[src/rtl/tscr_pkg.sv]
package tscr_pkg;
    // samples carried by one cluster after its timestamp word
    localparam int EV_PER_CLU = 7;
    // words in one cluster: timestamp plus samples
    localparam int WORDS_PER_CLU = EV_PER_CLU + 1;
    // width of the in-cluster fill counter
    localparam int SLOT_W = 3;
endpackage

[src/rtl/tscr_divider.sv]
module tscr_divider #(
    parameter int DIV_W = 8,
    parameter int TS_W  = 16
) (
    input  logic             clk,
    input  logic             rst_n,
    input  logic             restart,
    input  logic             run,
    input  logic [DIV_W-1:0] frac,
    output logic             tick,
    output logic [TS_W-1:0]  ts
);
    typedef struct packed {
        logic [DIV_W-1:0] cnt;
        logic [TS_W-1:0]  stamp;
    } div_t;

    div_t div_q, div_d;

    always_comb begin
        div_d = div_q;
        tick  = run && (div_q.cnt == frac);
        if (restart) begin
            div_d.cnt   = '0;
            div_d.stamp = '0;
        end else if (tick) begin
            div_d.cnt   = '0;
            div_d.stamp = div_q.stamp + 1'b1;
        end else if (run) begin
            div_d.cnt = div_q.cnt + 1'b1;
        end
    end

    always_ff @(posedge clk or negedge rst_n) begin
        if (!rst_n) div_q <= '0;
        else        div_q <= div_d;
    end

    assign ts = div_q.stamp;


    div_reload_chk: assert property (@(posedge clk) disable iff (!rst_n)
        (tick && !restart) |=> (div_q.cnt == '0));


    ts_step_chk: assert property (@(posedge clk) disable iff (!rst_n)
        (tick && !restart) |=> (div_q.stamp == TS_W'($past(div_q.stamp) + 1'b1)));
endmodule

[src/rtl/tscr_cluster_buf.sv]
module tscr_cluster_buf #(
    parameter int SMP_W = 16,
    parameter int TS_W  = 16
) (
    input  logic                        clk,
    input  logic                        rst_n,
    input  logic                        accept,
    input  logic                        open_new,
    input  logic [tscr_pkg::SLOT_W-1:0] slot,
    input  logic [TS_W-1:0]             ts,
    input  logic [SMP_W-1:0]            sample,
    output logic [tscr_pkg::WORDS_PER_CLU*SMP_W-1:0] word
);
    localparam int NEV = tscr_pkg::EV_PER_CLU;

    typedef struct packed {
        logic [NEV-1:0][SMP_W-1:0] slots;
        logic [SMP_W-1:0]          stamp;
    } clu_t;

    clu_t clu_q, clu_d;
    logic [NEV-1:0] fill;

    // a sample lands in its own slot and pre-fills every later one
    generate
        for (genvar k = 0; k < NEV; k++) begin : g_fill
            assign fill[k] = accept && (slot <= tscr_pkg::SLOT_W'(k));
        end
    endgenerate

    always_comb begin
        clu_d = clu_q;
        if (accept && open_new) clu_d.stamp = SMP_W'(ts);
        for (int k = 0; k < NEV; k++) begin
            if (fill[k]) clu_d.slots[k] = sample;
        end
    end

    always_ff @(posedge clk or negedge rst_n) begin
        if (!rst_n) clu_q <= '0;
        else        clu_q <= clu_d;
    end

    assign word = clu_q;


    stamp_hold_chk: assert property (@(posedge clk) disable iff (!rst_n)
        !(accept && open_new) |=> $stable(clu_q.stamp));
endmodule

[src/rtl/tscr_position.sv]
module tscr_position #(
    parameter int CLU_PER_LINE = 64,
    parameter int LINE_W       = 15,
    localparam int CLU_W       = $clog2(CLU_PER_LINE)
) (
    input  logic                        clk,
    input  logic                        rst_n,
    input  logic                        restart,
    input  logic                        accept,
    output logic [tscr_pkg::SLOT_W-1:0] slot,
    output logic [CLU_W-1:0]            clu,
    output logic [LINE_W-1:0]           line,
    output logic                        cl_done
);
    localparam int SW = tscr_pkg::SLOT_W;

    typedef struct packed {
        logic [SW-1:0]     slot;
        logic [CLU_W-1:0]  clu;
        logic [LINE_W-1:0] line;
    } pos_t;

    pos_t pos_q, pos_d;

    always_comb begin
        pos_d   = pos_q;
        cl_done = accept && (pos_q.slot == SW'(tscr_pkg::EV_PER_CLU - 1));
        if (restart) begin
            pos_d = '0;
        end else if (cl_done) begin
            pos_d.slot = '0;
            if (pos_q.clu == CLU_W'(CLU_PER_LINE - 1)) begin
                pos_d.clu  = '0;
                pos_d.line = pos_q.line + 1'b1;
            end else begin
                pos_d.clu = pos_q.clu + 1'b1;
            end
        end else if (accept) begin
            pos_d.slot = pos_q.slot + 1'b1;
        end
    end

    always_ff @(posedge clk or negedge rst_n) begin
        if (!rst_n) pos_q <= '0;
        else        pos_q <= pos_d;
    end

    assign slot = pos_q.slot;
    assign clu  = pos_q.clu;
    assign line = pos_q.line;


    slot_bound_chk: assert property (@(posedge clk) disable iff (!rst_n)
        pos_q.slot < SW'(tscr_pkg::EV_PER_CLU));
endmodule

[src/rtl/ts_cluster_recorder.sv]
module ts_cluster_recorder #(
    parameter int SMP_W        = 16,
    parameter int DIV_W        = 8,
    parameter int TS_W         = 16,
    parameter int CLU_PER_LINE = 64,
    parameter int LINE_W       = 15,
    parameter int POS_W        = 24,
    localparam int CLU_W       = $clog2(CLU_PER_LINE),
    localparam int EVT_W       = $clog2(CLU_PER_LINE * tscr_pkg::EV_PER_CLU),
    localparam int ADDR_W      = LINE_W + CLU_W,
    localparam int WORD_W      = tscr_pkg::WORDS_PER_CLU * SMP_W
) (
    input  logic              clk,
    input  logic              rst_n,
    input  logic              arm,
    input  logic              stop,
    input  logic [DIV_W-1:0]  div_frac,
    input  logic [SMP_W-1:0]  sample_in,
    input  logic              trig_hit,
    output logic              mem_we,
    output logic [ADDR_W-1:0] mem_addr,
    output logic [WORD_W-1:0] mem_wdata,
    output logic [POS_W-1:0]  stop_pos,
    output logic [POS_W-1:0]  trig_pos,
    output logic              trig_fired,
    output logic              capturing,
    output logic              mem_full
);
    localparam int SW        = tscr_pkg::SLOT_W;
    localparam int LINE_LAST = (1 << LINE_W) - 1;

    typedef struct packed {
        logic              capt;
        logic              full;
        logic              fired;
        logic              first;
        logic [DIV_W-1:0]  frac;
        logic [SMP_W-1:0]  held;
        logic [TS_W-1:0]   base;
        logic [POS_W-1:0]  tpos;
        logic              we;
        logic [ADDR_W-1:0] waddr;
    } ctl_t;

    ctl_t ctl_q, ctl_d;

    logic              tick;
    logic [TS_W-1:0]   ts;
    logic [SW-1:0]     slot;
    logic [CLU_W-1:0]  clu;
    logic [LINE_W-1:0] line;
    logic              cl_done;
    logic              accept;
    logic              open_new;
    logic              is_open;
    logic              trig_evt;
    logic              wrap_due;
    logic              want_open;
    logic              stop_now;
    logic              full_hit;
    logic [TS_W-1:0]   base_m1;
    logic [EVT_W-1:0]  evt_now;
    logic [POS_W-1:0]  pos_now;

    tscr_divider #(.DIV_W(DIV_W), .TS_W(TS_W)) u_div (
        .clk     (clk),
        .rst_n   (rst_n),
        .restart (arm),
        .run     (ctl_q.capt),
        .frac    (ctl_q.frac),
        .tick    (tick),
        .ts      (ts)
    );

    tscr_position #(.CLU_PER_LINE(CLU_PER_LINE), .LINE_W(LINE_W)) u_pos (
        .clk     (clk),
        .rst_n   (rst_n),
        .restart (arm),
        .accept  (accept),
        .slot    (slot),
        .clu     (clu),
        .line    (line),
        .cl_done (cl_done)
    );

    tscr_cluster_buf #(.SMP_W(SMP_W), .TS_W(TS_W)) u_buf (
        .clk      (clk),
        .rst_n    (rst_n),
        .accept   (accept),
        .open_new (open_new),
        .slot     (slot),
        .ts       (ts),
        .sample   (sample_in),
        .word     (mem_wdata)
    );

    always_comb begin
        is_open   = (slot != '0);
        base_m1   = ctl_q.base - 1'b1;
        wrap_due  = (ts == base_m1);
        trig_evt  = trig_hit && !ctl_q.fired;
        want_open = ctl_q.first || (sample_in != ctl_q.held) || trig_evt || wrap_due;
        stop_now  = ctl_q.capt && stop && !arm;
        accept    = tick && !stop && !arm && (is_open || want_open);
        open_new  = accept && !is_open;
        full_hit  = cl_done && (clu == CLU_W'(CLU_PER_LINE - 1))
                    && (line == LINE_W'(LINE_LAST - 1));
        evt_now   = EVT_W'(clu) * EVT_W'(tscr_pkg::EV_PER_CLU) + EVT_W'(slot);
        pos_now   = POS_W'({line, evt_now});
    end

    always_comb begin
        ctl_d    = ctl_q;
        ctl_d.we = 1'b0;
        if (arm) begin
            ctl_d.capt  = 1'b1;
            ctl_d.full  = 1'b0;
            ctl_d.fired = 1'b0;
            ctl_d.first = 1'b1;
            ctl_d.frac  = div_frac;
            ctl_d.base  = '0;
            ctl_d.tpos  = '0;
        end else begin
            if (stop_now) begin
                ctl_d.capt = 1'b0;
                if (is_open) begin
                    ctl_d.we    = 1'b1;
                    ctl_d.waddr = {line, clu};
                end
            end
            if (accept) begin
                ctl_d.held  = sample_in;
                ctl_d.first = 1'b0;
                if (open_new) ctl_d.base = ts;
                if (trig_evt) begin
                    ctl_d.fired = 1'b1;
                    ctl_d.tpos  = pos_now;
                end
                if (cl_done) begin
                    ctl_d.we    = 1'b1;
                    ctl_d.waddr = {line, clu};
                end
                if (full_hit) begin
                    ctl_d.capt = 1'b0;
                    ctl_d.full = 1'b1;
                end
            end
        end
    end

    always_ff @(posedge clk or negedge rst_n) begin
        if (!rst_n) ctl_q <= '0;
        else        ctl_q <= ctl_d;
    end

    assign mem_we     = ctl_q.we;
    assign mem_addr   = ctl_q.waddr;
    assign stop_pos   = pos_now;
    assign trig_pos   = ctl_q.tpos;
    assign trig_fired = ctl_q.fired;
    assign capturing  = ctl_q.capt;
    assign mem_full   = ctl_q.full;


    full_idle_chk: assert property (@(posedge clk) disable iff (!rst_n)
        mem_full |-> !capturing);


    trig_hold_chk: assert property (@(posedge clk) disable iff (!rst_n)
        (trig_fired && !arm) |=> (trig_fired && $stable(trig_pos)));


    stop_flush_chk: assert property (@(posedge clk) disable iff (!rst_n)
        (capturing && stop && !arm && slot != '0) |=> (mem_we && !capturing));


    done_write_chk: assert property (@(posedge clk) disable iff (!rst_n)
        cl_done |=> mem_we);
endmodule

[config.mk]
export PLATFORM = sky130hd
export DESIGN_NAME = ts_cluster_recorder
export DESIGN_NICKNAME = d
export VERILOG_FILES = /design/src/rtl/tscr_pkg.sv /design/src/rtl/tscr_divider.sv /design/src/rtl/tscr_cluster_buf.sv /design/src/rtl/tscr_position.sv /design/src/rtl/ts_cluster_recorder.sv
export SDC_FILE = /design/constraint.sdc
export NUM_CORES = 1
export LEC_CHECK = 0
export ABC_AREA = 0
export CAP_MARGIN = 5
export CORE_MARGIN = 5
export CORE_UTILIZATION = 47
export CTS_CLUSTER_DIAMETER = 200
export DETAILED_ROUTE_END_ITERATION = 12
export PLACE_DENSITY = 0.76
export REMOVE_ABC_BUFFERS = 1
export SYNTH_ARGS = -nofsm -noshare
export SYNTH_HDL_FRONTEND = slang
export SYNTH_HIERARCHICAL = 1
export SYNTH_SLANG_ARGS = --single-unit
[constraint.sdc]
create_clock -name clk -period 4.4 [get_ports clk]
set_input_delay 0.88 -clock clk [delete_from_list [all_inputs] [get_ports clk]]
set_output_delay 0.88 -clock clk [all_outputs]
set_load 0.1 [all_outputs]
==> summary.md <==
| Metric | Value |
|---|---|
| Outcome | `finished with violations` |
| Failing checks | `negative setup slack` |
| Area post-placement | `15200 sq um` |
| Vias per cell | `5.45` |
| CTS Buf Count | `29` |
| Post-synth EDFFs | `0` |
| Routed wire per std cell | `19.7 um` |
| CP Cell Sequence | `fa_1 -> inv_1 -> fa_2 -> inv_2 -> ha_4 -> a21o_1 -> a21oi_2 -> nor2b_1 -> o21ai_2 -> nand2b_1 -> xor2_2 -> buf_12` |
| Vias in the first global route | `9273` |
| Core Box Area | `26800 sq um` |
| Combinational power share | `13.7%` |
| RSZ-0062 raised after global routing | `yes` |
| CTS tree | `built` |
| Worst-Margin Slew | `1.09 ns` |
| Area Overhead vs Synth | `28.3%` |
| WS Path Type | `register to primary output` |
| Diode count | `0` |
| Power consumption | `0.00600 W` |
| Max Slew Vio Count | `0` |
| Post-synthesis sequential area ratio | `52.3%` |
| Worst Path Buf+Inv | `3` |
| Placed wire-length estimate | `21.3 mm` |
| Post-Synthesis Cells | `1020` |
| Die Ht | `175 um` |
| Max-Slew Margin vs Limit | `27.3%` |
| FP Rows | `60` |
| Crit Reg-Reg Startpoint | `ctl_q[50]` |
| WL final | `31.2 mm` |
| Total grt overflow | `0` |
| Reg power frac | `42.8%` |
| Critical Path Max Stage Delay | `0.56 ns` |
| Layout Nets | `1283` |
| Fmax | `226 MHz` |
| Overall die width | `175 um` |
| Via count | `8637` |
| Crit Reg-Reg Endpoint | `u_pos/line[9]` |
| CTS max path bufs | `3` |
| # clock sinks | `266` |
| Root Buffer | `clkbuf_16` |
| FF+latch count, synth | `266` |
| VDD IR-drop max | `330 uV` |
| CTS Hold Buffers Added | `0` |
| Crit Path Max Fanout | `2` |
| Final core occ | `60.9%` |
| Critical Path Sink Type | `primary output` |
| Tmin final | `4.42 ns` |
| Worst Path Arrival | `3.54 ns` |
| Required time worst endpoint | `3.52 ns` |
| Yosys cell types | `65` |
| CP Launch Type | `register` |
| Skew final | `0.0231 ns` |
| Final count of hold timing violations | `0` |
| GPL Wtd Cong | `0.816` |
| Synth warnings | `6` |
| Worst R2R Setup Slack | `0.19 ns` |
| PnR worst setup slack | `-0.0185 ns` |
| Clk pin slew, worst setup/hold paths | `0.06 ns` |
| Main flop type after synthesis | `dfrtp_1` |
| Initial antenna violation count | `0` |
| Final setup vio count | `1` |
| Layout Cells excl Fill | `1586` |
| Drc violations | `0` |
| Post-route design area | `16300 sq um` |
| Top Family by Delay on Critical Path | `adder cells` |
| Hold WC Path Type | `primary input to asynchronous set/reset pin` |
| Post-Syn Area | `12700 sq um` |
| Switching Power | `0.00168 W` |
| Layout cells sized above 1 | `24.4%` |
| Int Power | `0.00432 W` |
| Maxcap violations | `0` |
| Placed cell count | `1525` |
| Clock latency on the worst-skew pair | `0.56 ns` |
| Initial Utilization | `47.5%` |
| Detail Route Antenna Nets | `0` |
| Net Sw Frac | `28.0%` |
| Commonest non-fill, non-tap cell in the layout | `dfrtp_1` |
| I/O pins | `230` |
| H-tree level count | `1` |
| CP max-delay cell | `fa_1` |
| IO Port Bufs | `229` |
| First-pass GRT wire length | `50.9 mm` |
| Tcrit/Tclk final | `100%` |
| Full die area | `30500 sq um` |
| Commonest non-fill, non-tap cells in the layout | `dfrtp_1 (266), clkdlybuf4s50_1 (219), mux2_2 (112), xor2_1 (48), buf_4 (46)` |
| Clock power frac | `43.5%` |
| Syn_area_per_cell | `12.5 sq um` |
| Pre-Repair DR Iteration Count | `5` |
| Gr usage total | `20.3%` |
| Pin count of the biggest net entering global routing | `123` |
| Power per cell area | `367 nW/um^2` |
| Post-synthesis async set-or-reset flop share | `100%` |
| Worst Reg2Reg Path Length in Cells | `10` |
| Initial DRC count | `522` |
| Pleak | `7.71 nW` |
## cell usage after synthesis, drive strengths merged, types with 2 or more instances
cell type | count | share of area [%]
nor4 | 9 | 0.80
a21o | 4 | 0.24
and4 | 5 | 0.34
or3 | 13 | 0.65
nor2 | 42 | 1.3
or4 | 9 | 0.55
o21a | 2 | 0.12
nand3 | 19 | 0.89
ha | 25 | 2.5
nand2 | 41 | 1.2
nand4 | 28 | 1.5
dfrtp | 266 | 52
and2 | 3 | 0.15
o21ai | 19 | 0.75
fa | 7 | 1.1
a211oi | 3 | 0.28
mux2 | 141 | 13
inv | 23 | 0.68
clkbuf | 17 | 0.51
a31o | 16 | 1.1
nand2b | 12 | 0.65
a31oi | 5 | 0.25
a22o | 25 | 1.7
o31ai | 6 | 0.35
a21oi | 29 | 1.2
nor3b | 2 | 0.12
o2bb2ai | 32 | 2.2
xnor2 | 22 | 1.5
and3 | 22 | 1.1
mux2i | 4 | 0.31
nor3 | 13 | 0.64
buf | 90 | 5.3
xor2 | 51 | 3.5
nor2b | 3 | 0.15
## stage by stage
stage / setup slack, ns / hold WS (ns) / TNS [ns]
CTS: -0.115 / 0.463 / -0.175
global route: -0.168 / 0.471 / -0.404
floorplan: -0.578 / 0.501 / -35.09
detailed placement: 0.117 / 0.473 / 0
finish: -0.0185 / 0.387 / -0.0185
global placement: 0.225 / 0.471 / 0
## power by group through the flow
stage	clock, W	combinational [W]	sequential (W)
6_report	0.00261	0.000820	0.00257
5_1_grt	0.00278	0.000860	0.00257
4_1_cts	0.00268	0.000827	0.00257
3_5_place_dp	0	0.000822	0.00261
3_3_place_gp	0	0.000816	0.00261
2_1_floorplan	0	0.000136	0.00300
## layer usage
metal	wire length [um]	up-vias	global-route usage, %	part of all wire, %
li1	-	3990	-	-
met1	13500	4328	26.5	43
met2	13900	266	31.6	45
met3	3130	53	8.76	10
met4	654	0	4.48	2.1
met5	0	-	0	0
## worst max path at each step
stage            startpoint             to  slack (ns)  cells after the start
4_1_cts        u_pos/clu[2]    stop_pos[8]       -0.12                     12
3_3_place_gp      ctl_q[46]  u_pos/line[9]        0.22                     12
3_5_place_dp      ctl_q[46]  u_pos/line[9]        0.12                     12
2_1_floorplan     ctl_q[46]  u_pos/line[9]       -0.58                     12
5_1_grt        u_pos/clu[0]    stop_pos[6]       -0.17                     12
6_report       u_pos/clu[0]    stop_pos[6]       -0.02                     12
## cell type report
cell class	count	area, sq um
multi-input combinational	623	5330
sequential	266	6660
timing repair buffer	278	2780
inverter	24	90.1
clock inverter	18	249
fill	2073	10500
clock buffer	36	792
tap	341	427
## registers in the layout, indices dropped and copies added, names as in the netlist
signal	cells
capturing	1
ctl_q	41
mem_addr	21
mem_full	1
mem_we	1
trig_fired	1
trig_pos	24
u_buf/word	128
u_div/div_q	8
u_div/ts	16
u_pos/clu	6
u_pos/line	15
u_pos/slot	3
## repair_timing
| action | in CTS | in global routing |
|---|---|---|
| setup endpoints to repair | 3 | 12 |
| gates resized for setup | 7 | 11 |
| pin swaps | 10 | 10 |
| setup buffers | 4 | 3 |
## cell families (layout without fill, tap and decap cells)
| group | Yosys count | after routing | synth area share, % |
|---|---|---|---|
| xor+xnor | 73 | 73 | 5.03 |
| simple gates | 224 | 224 | 10.1 |
| compound gates | 149 | 149 | 8.77 |
| mux | 145 | 145 | 13.7 |
| flops | 266 | 266 | 52.3 |
| buf+inv | 131 | 356 | 6.52 |
| fa+ha+maj | 32 | 32 | 3.56 |
No activity file was read; power rests on OpenSTA's default activity.
